## src/rtl/act_guard_pkg.sv

```systemverilog
package act_guard_pkg;
  typedef enum logic [2:0] {
    CMD_NOP = 3'd0,
    CMD_ACT = 3'd1,
    CMD_RD  = 3'd2,
    CMD_WR  = 3'd3,
    CMD_PRE = 3'd4
  } cmd_e;

  // lower value wins when several rules fail
  typedef enum logic [2:0] {
    ERR_NONE   = 3'd0,
    ERR_OPEN   = 3'd1,
    ERR_RC     = 3'd2,
    ERR_RRD    = 3'd3,
    ERR_FAW    = 3'd4,
    ERR_CLOSED = 3'd5,
    ERR_RCD    = 3'd6,
    ERR_CCD    = 3'd7
  } err_e;
endpackage

```

## src/rtl/bank_tracker.sv

```systemverilog
module bank_tracker #(
  parameter int BANK_W = 3,
  parameter int ROW_W  = 14,
  parameter int CNT_W  = 8,
  localparam int NBANK = 1 << BANK_W
) (
  input  logic                             clk_i,
  input  logic                             rst_ni,
  input  logic                             act_set_i,
  input  logic                             pre_set_i,
  input  logic [BANK_W-1:0]                bank_i,
  input  logic [ROW_W-1:0]                 row_i,
  output logic [NBANK-1:0]                 open_o,
  output logic [NBANK-1:0][ROW_W-1:0]      row_o,
  output logic [NBANK-1:0][CNT_W-1:0]      since_act_o
);
  logic [NBANK-1:0] open_q;

  for (genvar b = 0; b < NBANK; b++) begin : g_bank
    logic sel;
    assign sel = (bank_i == BANK_W'(b));

    always_ff @(posedge clk_i or negedge rst_ni) begin
      if (!rst_ni) begin
        open_q[b]      <= 1'b0;
        row_o[b]       <= '0;
        since_act_o[b] <= '1;
      end else begin
        if (act_set_i && sel) begin
          open_q[b]      <= 1'b1;
          row_o[b]       <= row_i;
          since_act_o[b] <= CNT_W'(1);
        end else begin
          if (since_act_o[b] != '1) since_act_o[b] <= since_act_o[b] + 1'b1;
          if (pre_set_i && sel) open_q[b] <= 1'b0;
        end
      end
    end
  end

  assign open_o = open_q;

  p_act_opens_r1: assert property (@(posedge clk_i) disable iff (!rst_ni)
    act_set_i |=> open_q[$past(bank_i)]);

  p_pre_closes_r8: assert property (@(posedge clk_i) disable iff (!rst_ni)
    pre_set_i |=> !open_q[$past(bank_i)]);
endmodule

```

## src/rtl/act_window.sv

```systemverilog
module act_window #(
  parameter int CNT_W = 8,
  parameter int DEPTH = 4
) (
  input  logic             clk_i,
  input  logic             rst_ni,
  input  logic             act_i,
  input  logic [CNT_W-1:0] t_faw_i,
  output logic [CNT_W-1:0] since_any_o,
  output logic             oldest_valid_o,
  output logic [CNT_W-1:0] oldest_age_o
);
  logic [DEPTH-1:0]            valid_q;
  logic [DEPTH-1:0][CNT_W-1:0] age_q;

  function automatic logic [CNT_W-1:0] sat_inc(input logic [CNT_W-1:0] v);
    return (v == '1) ? v : v + 1'b1;
  endfunction

  always_ff @(posedge clk_i or negedge rst_ni) begin
    if (!rst_ni) begin
      valid_q     <= '0;
      age_q       <= '1;
      since_any_o <= '1;
    end else if (act_i) begin
      valid_q[0]  <= 1'b1;
      age_q[0]    <= CNT_W'(1);
      since_any_o <= CNT_W'(1);
      for (int i = 1; i < DEPTH; i++) begin
        valid_q[i] <= valid_q[i-1];
        age_q[i]   <= sat_inc(age_q[i-1]);
      end
    end else begin
      since_any_o <= sat_inc(since_any_o);
      for (int i = 0; i < DEPTH; i++) age_q[i] <= sat_inc(age_q[i]);
    end
  end

  assign oldest_valid_o = valid_q[DEPTH-1];
  assign oldest_age_o   = age_q[DEPTH-1];

  p_faw_window_r4: assert property (@(posedge clk_i) disable iff (!rst_ni)
    (act_i && valid_q[DEPTH-1]) |-> (age_q[DEPTH-1] >= t_faw_i));
endmodule

```

## src/rtl/cas_spacing.sv

```systemverilog
module cas_spacing #(
  parameter int CNT_W = 8
) (
  input  logic             clk_i,
  input  logic             rst_ni,
  input  logic             rd_i,
  input  logic             wr_i,
  input  logic [CNT_W-1:0] t_ccd_i,
  output logic [CNT_W-1:0] since_rd_o,
  output logic [CNT_W-1:0] since_wr_o
);
  always_ff @(posedge clk_i or negedge rst_ni) begin
    if (!rst_ni) begin
      since_rd_o <= '1;
      since_wr_o <= '1;
    end else begin
      if (rd_i)                   since_rd_o <= CNT_W'(1);
      else if (since_rd_o != '1)  since_rd_o <= since_rd_o + 1'b1;
      if (wr_i)                   since_wr_o <= CNT_W'(1);
      else if (since_wr_o != '1)  since_wr_o <= since_wr_o + 1'b1;
    end
  end

  p_rd_spacing_r7: assert property (@(posedge clk_i) disable iff (!rst_ni)
    rd_i |-> (since_rd_o >= t_ccd_i));
  p_wr_spacing_r7: assert property (@(posedge clk_i) disable iff (!rst_ni)
    wr_i |-> (since_wr_o >= t_ccd_i));
endmodule

```

## src/rtl/act_timing_guard.sv

```systemverilog
module act_timing_guard
  import act_guard_pkg::*;
#(
  parameter int BANK_W = 3,
  parameter int ROW_W  = 14,
  parameter int CNT_W  = 8
) (
  input  logic                     clk_i,
  input  logic                     rst_ni,
  input  logic [2:0]               cmd_i,
  input  logic [BANK_W-1:0]        bank_i,
  input  logic [ROW_W-1:0]         row_i,
  input  logic [CNT_W-1:0]         t_rcd_i,
  input  logic [CNT_W-1:0]         t_rc_i,
  input  logic [CNT_W-1:0]         t_rrd_i,
  input  logic [CNT_W-1:0]         t_faw_i,
  input  logic [CNT_W-1:0]         t_ccd_i,
  input  logic [CNT_W-1:0]         al_i,
  output logic                     allow_o,
  output logic                     viol_o,
  output logic [2:0]               viol_code_o,
  output logic [(1<<BANK_W)-1:0]   bank_open_o,
  output logic [ROW_W-1:0]         open_row_o
);
  localparam int NBANK = 1 << BANK_W;

  cmd_e                        cmd;
  err_e                        err;
  logic                        act_issue, rd_issue, wr_issue, pre_issue;
  logic [NBANK-1:0]            open;
  logic [NBANK-1:0][ROW_W-1:0] rows;
  logic [NBANK-1:0][CNT_W-1:0] since_act;
  logic [CNT_W-1:0]            since_any, oldest_age, since_rd, since_wr;
  logic                        oldest_valid;
  logic [CNT_W:0]              rcd_elapsed;
  logic [CNT_W-1:0]            since_cas;

  assign cmd         = cmd_e'(cmd_i);
  assign rcd_elapsed = {1'b0, since_act[bank_i]} + {1'b0, al_i};
  assign since_cas   = (cmd == CMD_RD) ? since_rd : since_wr;

  always_comb begin
    err = ERR_NONE;
    unique case (cmd)
      CMD_ACT: begin
        if (open[bank_i])                                err = ERR_OPEN;
        else if (since_act[bank_i] < t_rc_i)             err = ERR_RC;
        else if (since_any < t_rrd_i)                    err = ERR_RRD;
        else if (oldest_valid && oldest_age < t_faw_i)   err = ERR_FAW;
      end
      CMD_RD, CMD_WR: begin
        if (!open[bank_i])                               err = ERR_CLOSED;
        else if (rcd_elapsed < {1'b0, t_rcd_i})          err = ERR_RCD;
        else if (since_cas < t_ccd_i)                    err = ERR_CCD;
      end
      default: err = ERR_NONE;
    endcase
  end

  assign allow_o   = (err == ERR_NONE);
  assign act_issue = allow_o && (cmd == CMD_ACT);
  assign rd_issue  = allow_o && (cmd == CMD_RD);
  assign wr_issue  = allow_o && (cmd == CMD_WR);
  assign pre_issue = (cmd == CMD_PRE);

  always_ff @(posedge clk_i or negedge rst_ni) begin
    if (!rst_ni) begin
      viol_o      <= 1'b0;
      viol_code_o <= '0;
    end else begin
      viol_o      <= !allow_o;
      viol_code_o <= err;
    end
  end

  bank_tracker #(.BANK_W(BANK_W), .ROW_W(ROW_W), .CNT_W(CNT_W)) u_banks (
    .clk_i       (clk_i),
    .rst_ni      (rst_ni),
    .act_set_i   (act_issue),
    .pre_set_i   (pre_issue),
    .bank_i      (bank_i),
    .row_i       (row_i),
    .open_o      (open),
    .row_o       (rows),
    .since_act_o (since_act)
  );

  act_window #(.CNT_W(CNT_W), .DEPTH(4)) u_window (
    .clk_i          (clk_i),
    .rst_ni         (rst_ni),
    .act_i          (act_issue),
    .t_faw_i        (t_faw_i),
    .since_any_o    (since_any),
    .oldest_valid_o (oldest_valid),
    .oldest_age_o   (oldest_age)
  );

  cas_spacing #(.CNT_W(CNT_W)) u_cas (
    .clk_i      (clk_i),
    .rst_ni     (rst_ni),
    .rd_i       (rd_issue),
    .wr_i       (wr_issue),
    .t_ccd_i    (t_ccd_i),
    .since_rd_o (since_rd),
    .since_wr_o (since_wr)
  );

  assign bank_open_o = open;
  assign open_row_o  = rows[bank_i];

  p_cas_needs_open_r5: assert property (@(posedge clk_i) disable iff (!rst_ni)
    (rd_issue || wr_issue) |-> open[bank_i]);
  p_refuse_flags_r9: assert property (@(posedge clk_i) disable iff (!rst_ni)
    !allow_o |=> viol_o);
  p_allow_quiet_r9: assert property (@(posedge clk_i) disable iff (!rst_ni)
    allow_o |=> (!viol_o && viol_code_o == 3'd0));
  p_nop_pre_free_r8: assert property (@(posedge clk_i) disable iff (!rst_ni)
    (cmd_i == 3'd0 || cmd_i == 3'd4) |-> allow_o);
endmodule

```

## config.mk

```make
export PLATFORM = sky130hd
export DESIGN_NAME = act_timing_guard
export DESIGN_NICKNAME = d
export VERILOG_FILES = /design/src/rtl/act_guard_pkg.sv /design/src/rtl/bank_tracker.sv /design/src/rtl/act_window.sv /design/src/rtl/cas_spacing.sv /design/src/rtl/act_timing_guard.sv
export SDC_FILE = /design/constraint.sdc
export NUM_CORES = 1
export LEC_CHECK = 0
export ABC_AREA = 1
export CAP_MARGIN = 25
export CORE_MARGIN = 5
export CORE_UTILIZATION = 45
export CTS_CLUSTER_DIAMETER = 100
export CTS_CLUSTER_SIZE = 8
export DETAILED_ROUTE_END_ITERATION = 6
export HOLD_SLACK_MARGIN = 0.03
export PLACE_DENSITY = 0.74
export SYNTH_ARGS = -nofsm -noshare
export SYNTH_HDL_FRONTEND = slang
export SYNTH_HIERARCHICAL = 1
export SYNTH_SLANG_ARGS = --single-unit
export TNS_END_PERCENT = 1
```

## constraint.sdc

```tcl
create_clock -name clk_i -period 9.5 [get_ports clk_i]
set_clock_uncertainty 0.1 [all_clocks]
set_input_delay 2.85 -clock clk_i [delete_from_list [all_inputs] [get_ports clk_i]]
set_output_delay 2.85 -clock clk_i [all_outputs]
set_load 0.01 [all_outputs]
```

Yosys cells after proc, flatten, opt, wreduce, memory -nomap -nowiden:

Cells that the tools add are included.
W data, S select, Z words.

* add/sub/neg operators: 16
* magnitude comparators: 6
* equal/unequal tests: 28
* multiplexer cells: 58
* reductions and logical operators: 42

Operators with widths (count)
* $mux W8: 28
* $add A8 B1 Y8 const B: 15
* $ne A8 B8 Y1 const B: 10
* $bmux W14 S3: 1
* $eq A8 B8 Y1 const B: 5
* $reduce_bool A2 Y1: 18
* $lt A8 B8 Y1: 4
* $mux W32: 1
* $bmux W8 S3: 1
* $mux W3: 7
* $logic_and A1 B1 Y1: 20
* $mux W1: 17
* $eq A3 B3 Y1 const B: 5
* $mux W14: 1
* $eq A3 B2 Y1 const B: 4
* $add A8 B8 Y9: 1
* $lt A9 B8 Y1: 1
* $eq A3 B1 Y1 const B: 2
* $logic_not A3 Y1: 2
* $pmux W3 S2: 1
* $lt A3 B4 Y1 const B: 1
* $ne A2 B2 Y1 const B: 2
* $bmux W1 S3: 1
* $reduce_or A2 Y1: 1
* $logic_not A1 Y1: 1

* register bits: 248
* input bits: 70

Depth between registers and ports, before layout:

* word-level depth: 11
* mapped depth: 35
* mapped depth without buffers: 31

Hierarchy:

Netlist, hierarchy kept.

Modules (own cells, without submodules)
* bank_tracker: times used 1, cells each 918, area each 8157.8 um2
* act_timing_guard: times used 1, cells each 609, area each 3209.3 um2
* act_window: times used 1, cells each 351, area each 2720.1 um2
* cas_spacing: times used 1, cells each 119, area each 954.7 um2

Worst setup path after synthesis:

OpenSTA, ideal clock, no wires.

* path type: in2out
* from: input port bank_i[0]
* to: output port allow_o
* data arrival time: 6.069 ns
* required time: 6.550 ns
* path slack: 0.481 ns
* stages: 27
* cells stage by stage: buf_6 > clkbuf_1 > clkbuf_1 > nor2_1 > nor2_1 > o21ai_0 > a31oi_1 > ha_1 > a21oi_1 > nand2_1 > a21oi_1 > o21bai_1 > nand2_1 > nand2_1 > a21oi_1 > xnor2_1 > ha_1 > nand3_1 > nor2_1 > nand3_1 > nand2_1 > nand2_1 > nand2_2 > nor2_2 > a21oi_2 > nand3_2 > inv_1

* longest elaborated chain between the ends: 8
* elaborated cells between the ends (all ways): 13
* those cells by class: 1 x add/sub; 2 x order compare; 9 x mux; 1 x reduce/logical

Ends and longest elaborated chain
* from (decl): line act_timing_guard.sv:11 `input logic [BANK_W-1:0] bank_i,`
* $bmux W8 S3: line act_timing_guard.sv:39, act_timing_guard.sv:47
* $mux W8 (implied by the code): line act_timing_guard.sv:39, act_timing_guard.sv:47
* $add A8 B8 Y9: line act_timing_guard.sv:39 `assign rcd_elapsed = {1'b0, since_act[bank_i]} + {1'b0, al_i};`
* $lt A9 B8 Y1: line act_timing_guard.sv:53 `else if (rcd_elapsed < {1'b0, t_rcd_i}) err = ERR_RCD;`
* $mux W3: line act_timing_guard.sv:53
* $mux W3: line act_timing_guard.sv:52 `if (!open[bank_i]) err = ERR_CLOSED;`
* $pmux W3 S2 *: line act_timing_guard.sv:44 `unique case (cmd)`
* $logic_not A3 Y1 *: line act_timing_guard.sv:60 `assign allow_o = (err == ERR_NONE);`
* to (decl): line act_timing_guard.sv:19 `output logic allow_o,`

Mark *: on every way between the ends. The rest lies on a longest branch, timed or not. The select of a mux whose other input is x is not followed.

Worst setup path after layout:

Ends and elaborated chain as after synthesis.

==> metrics.log <==
[metrics] setup violators final: 0
[metrics] main flop type after synthesis: dfrtp_1
[metrics] sinks on the clock net: 248
[metrics] cell seen most often among critical-path stages: a21oi_1
[metrics] critical path arrival: 6.18 ns
[metrics] unrepaired setup endpoints after global routing: false
[metrics] number of cells traversed by the worst register-to-register path: 28
[metrics] peak per-stage delay on the critical path: 0.32 ns
[metrics] Seq/Total Area, Yosys: 0.423
[metrics] part of the cycle the worst path needs: 0.961
[metrics] flop-to-flop setup slack: 4.12 ns
[metrics] worst hold path startpoint: u_window/valid_q[0]
[metrics] Post-Synthesis Mean Instance Area: 7.53 um2
[metrics] EDFF count, synth: 0
[metrics] CTS H-Tree Depth: 2
[metrics] Leakage Power: 8.52 nW
[metrics] post-route core utilization: 0.529
[metrics] worst-case hold path end point: u_window/valid_q[0]
[metrics] most frequent standard cell in the layout excluding fill and tap cells: nand2_1
[metrics] startpoint of the lowest-slack register-to-register path: u_banks/since_act_o[48]
[metrics] global-route wire length before repair: 62900 um
[metrics] max-slew violation total from the final report: 0
[metrics] buffers from clock root to sink, at most: 3
[metrics] worst setup slack after layout: 0.367 ns
[metrics] Post-CTS Hold Buffers: 0
[metrics] Clock power frac: 0.251
[metrics] #FFs+latches synth: 248
[metrics] DRC violations left: 0
[metrics] synthesized instance count: 1997
[metrics] register area: 6360 um2
[metrics] number of top-level pins: 97
[metrics] cell with the biggest individual delay on the critical path: ha_4
[metrics] count of fill cells added during filler insertion: 3053
[metrics] count of different cell masters after synthesis: 52
[metrics] run status: finished, final reports clean
[metrics] warning count from the yosys run: 6
[metrics] TritonRoute pass-1 iters: 7
[metrics] Antenna Violating Nets Remaining: 0
[metrics] leftover overflow at the end of global routing: 0
[metrics] peak clock frequency supported by timing: 109 MHz
[metrics] data required time of the worst path: 6.55 ns
[metrics] fraction of final layout cells with drive strength greater than 1: 0.159
[metrics] Power per Cell Area: 264 nW/um2
[metrics] Layout Area Growth over Synthesis: 17.1%
[metrics] Wirelength per Cell: 14.5 um
[metrics] combined area of all synthesized cells: 15000 um2
[metrics] start-to-end type of the worst setup path: primary input to primary output
[metrics] Critical Path Fanout Max: 16
[metrics] clock root buffer: clkbuf_16
[metrics] Net Sw Power: 1.72 mW
[metrics] number of antenna violations at the first check in global routing: 1
[metrics] per-cell via count in the routed design: 5.23
[metrics] area of the multi-input gates: 7500 um2
[metrics] Core Footprint: 33300 um2
[metrics] worst reg2reg endpoint: u_banks/row_o[48]
[metrics] kind of launch point of the worst setup path: primary input
[metrics] DIE AREA: 37200 um2
[metrics] via count of the first global-routing pass: 13020
[metrics] kind of end point of the critical path: primary output
[metrics] Sw Share: 0.370
[metrics] overall routing resource usage: 0.203
[metrics] number of nets in the layout: 2228
[metrics] overall die height: 193 um
[metrics] Crit. Startpoint: bank_i[0]
[metrics] Fin Hold WS: 0.363 ns
[metrics] setup slack at placement: -0.438 ns
[metrics] synthesized netlist net count: 2126
[metrics] worst-margin pin slew: 1.02 ns
[metrics] number of buffers created by CTS: 36
[metrics] total detailed-routing wirelength: 37300 um
[metrics] min-delay worst type: flip-flop to flip-flop
[metrics] port bufs: 96
[metrics] Die Width: 193 um
[metrics] via count: 13442
[metrics] worst hold path stage count: 1
[metrics] leading cell types in the layout, fill and taps excluded: 537 x nand2_1, 240 x nor2_1, 191 x inv_1
[metrics] total placed cells including tap cells: 2507
[metrics] Final Instance Count excl. Fillers: 2571
[metrics] logic gate share of total power: 0.325
[metrics] clock tree from TritonCTS: yes
[metrics] register share of total power: 0.424
[metrics] worst slew margin relative to its limit: 0.318
[metrics] Worst-path clk slew: 0.05 ns
[metrics] Detail Placement HPWL: 25500 um
[metrics] maximum number of pins on one net before global-route repair: 140
[metrics] fin crit period: 9.13 ns
[metrics] max_cap viols: 0
[metrics] number of rows created at floorplan: 67
[metrics] final hold violations: 0
[metrics] gpl congestion: 0.859
[metrics] peak supply drop: 0.137 mV
[metrics] Async SR Flop Fraction: 1.00
[metrics] design internal power: 2.94 mW
[metrics] clock latency on the worst-skew pair: 0.52 ns
[metrics] number of DRC markers in iteration 0: 940
[metrics] effective utilization at floorplan: 0.452
through the flow:
stage / area (um2) / TNS, ns / power [mW]
2_1_floorplan: 15000 / 0 / 3.01
3_3_place_gp: 16500 / -0.322 / 3.40
3_5_place_dp: 16500 / -0.438 / 3.47
4_1_cts: 17600 / 0 / 4.69
5_1_grt: 17600 / 0 / 5.03
6_report: 17600 / 0 / 4.66
power by group through the flow:
stage          Sequential, mW  Combinational (mW)  Clock (mW)
2_1_floorplan            1.85                1.16           0
3_3_place_gp             1.97                1.43           0
3_5_place_dp             1.98                1.49           0
4_1_cts                  1.97                1.52        1.20
5_1_grt                  2.03                1.76        1.24
6_report                 1.97                1.51        1.17
repair_timing:
action                                  CTS  global route
endpoints found under the setup margin    1             1
pin swaps                                 5             3
buffers inserted                          1             0
resized for setup                        22             6
flip-flops by register name, indices dropped and copies added, names as in the netlist:
register / count
u_banks/row_o: 112
u_banks/since_act_o: 64
u_window/age_q: 24
u_banks/open_o: 8
u_cas/since_rd_o: 8
u_cas/since_wr_o: 8
u_window/oldest_age_o: 8
u_window/since_any_o: 8
u_window/valid_q: 4
viol_code_o: 3
viol_o: 1
how the worst max path moves through the flow:
stage / endpoint
finish: allow_o
global placement: allow_o
global route: allow_o
floorplan: allow_o
detailed placement: allow_o
CTS: allow_o
critical path, delay by kind of cell:
kind                     cells  cell delay (ns)
AO/OA/AOI/OAI               10             1.31
buffers and inverters        6             0.76
adder cells (fa/ha/maj)      2             0.58
AND/OR/NAND/NOR              6             0.51
XOR/XNOR                     1             0.17
layout make-up:
type                    instances  area share
diodes                          1    0.000142
repair buffers                147      0.0783
flip-flops and latches        248       0.361
well taps                     448      0.0318
clock inverters                 3     0.00270
multi-input cells            1462       0.426
clock buffers                  58      0.0558
inverters                     204      0.0443
synth_stat cells (16+ instances only):
cell type / instances / share of area
o21ai_1: 49 / 0.016
nor2_1: 242 / 0.060
dfrtp_1: 128 / 0.21
a31oi_1: 20 / 0.0083
buf_2: 18 / 0.0060
nand2_1: 538 / 0.13
o21bai_1: 17 / 0.0085
nand3_2: 25 / 0.017
clkbuf_1: 30 / 0.0075
a21oi_1: 37 / 0.012
buf_4: 16 / 0.0080
o22ai_1: 22 / 0.0091
ha_1: 58 / 0.048
nand3_1: 151 / 0.050
o21ai_0: 168 / 0.056
dfstp_2: 120 / 0.21
nand2_2: 20 / 0.0083
nand4_1: 28 / 0.012
inv_1: 191 / 0.048
metal layers:
metal,GRT usage,share of wire,vias to the layer above
li1,-,-,6706
met1,0.273,0.45,6301
met2,0.341,0.47,374
met3,0.0275,0.049,61
met4,0.0645,0.024,0
met5,0,0,-
kinds of logic after synthesis:
| family | after synthesis | synth area share |
|---|---|---|
| buffers and inverters | 287 | 0.0843 |
| AND/OR/NAND/NOR | 1053 | 0.312 |
| adder cells (fa/ha/maj) | 59 | 0.0496 |
| flip-flops | 248 | 0.423 |
| XOR/XNOR | 12 | 0.00699 |
| AO/OA/AOI/OAI | 338 | 0.125 |
Note: power is estimated with default switching activity, not from simulation.
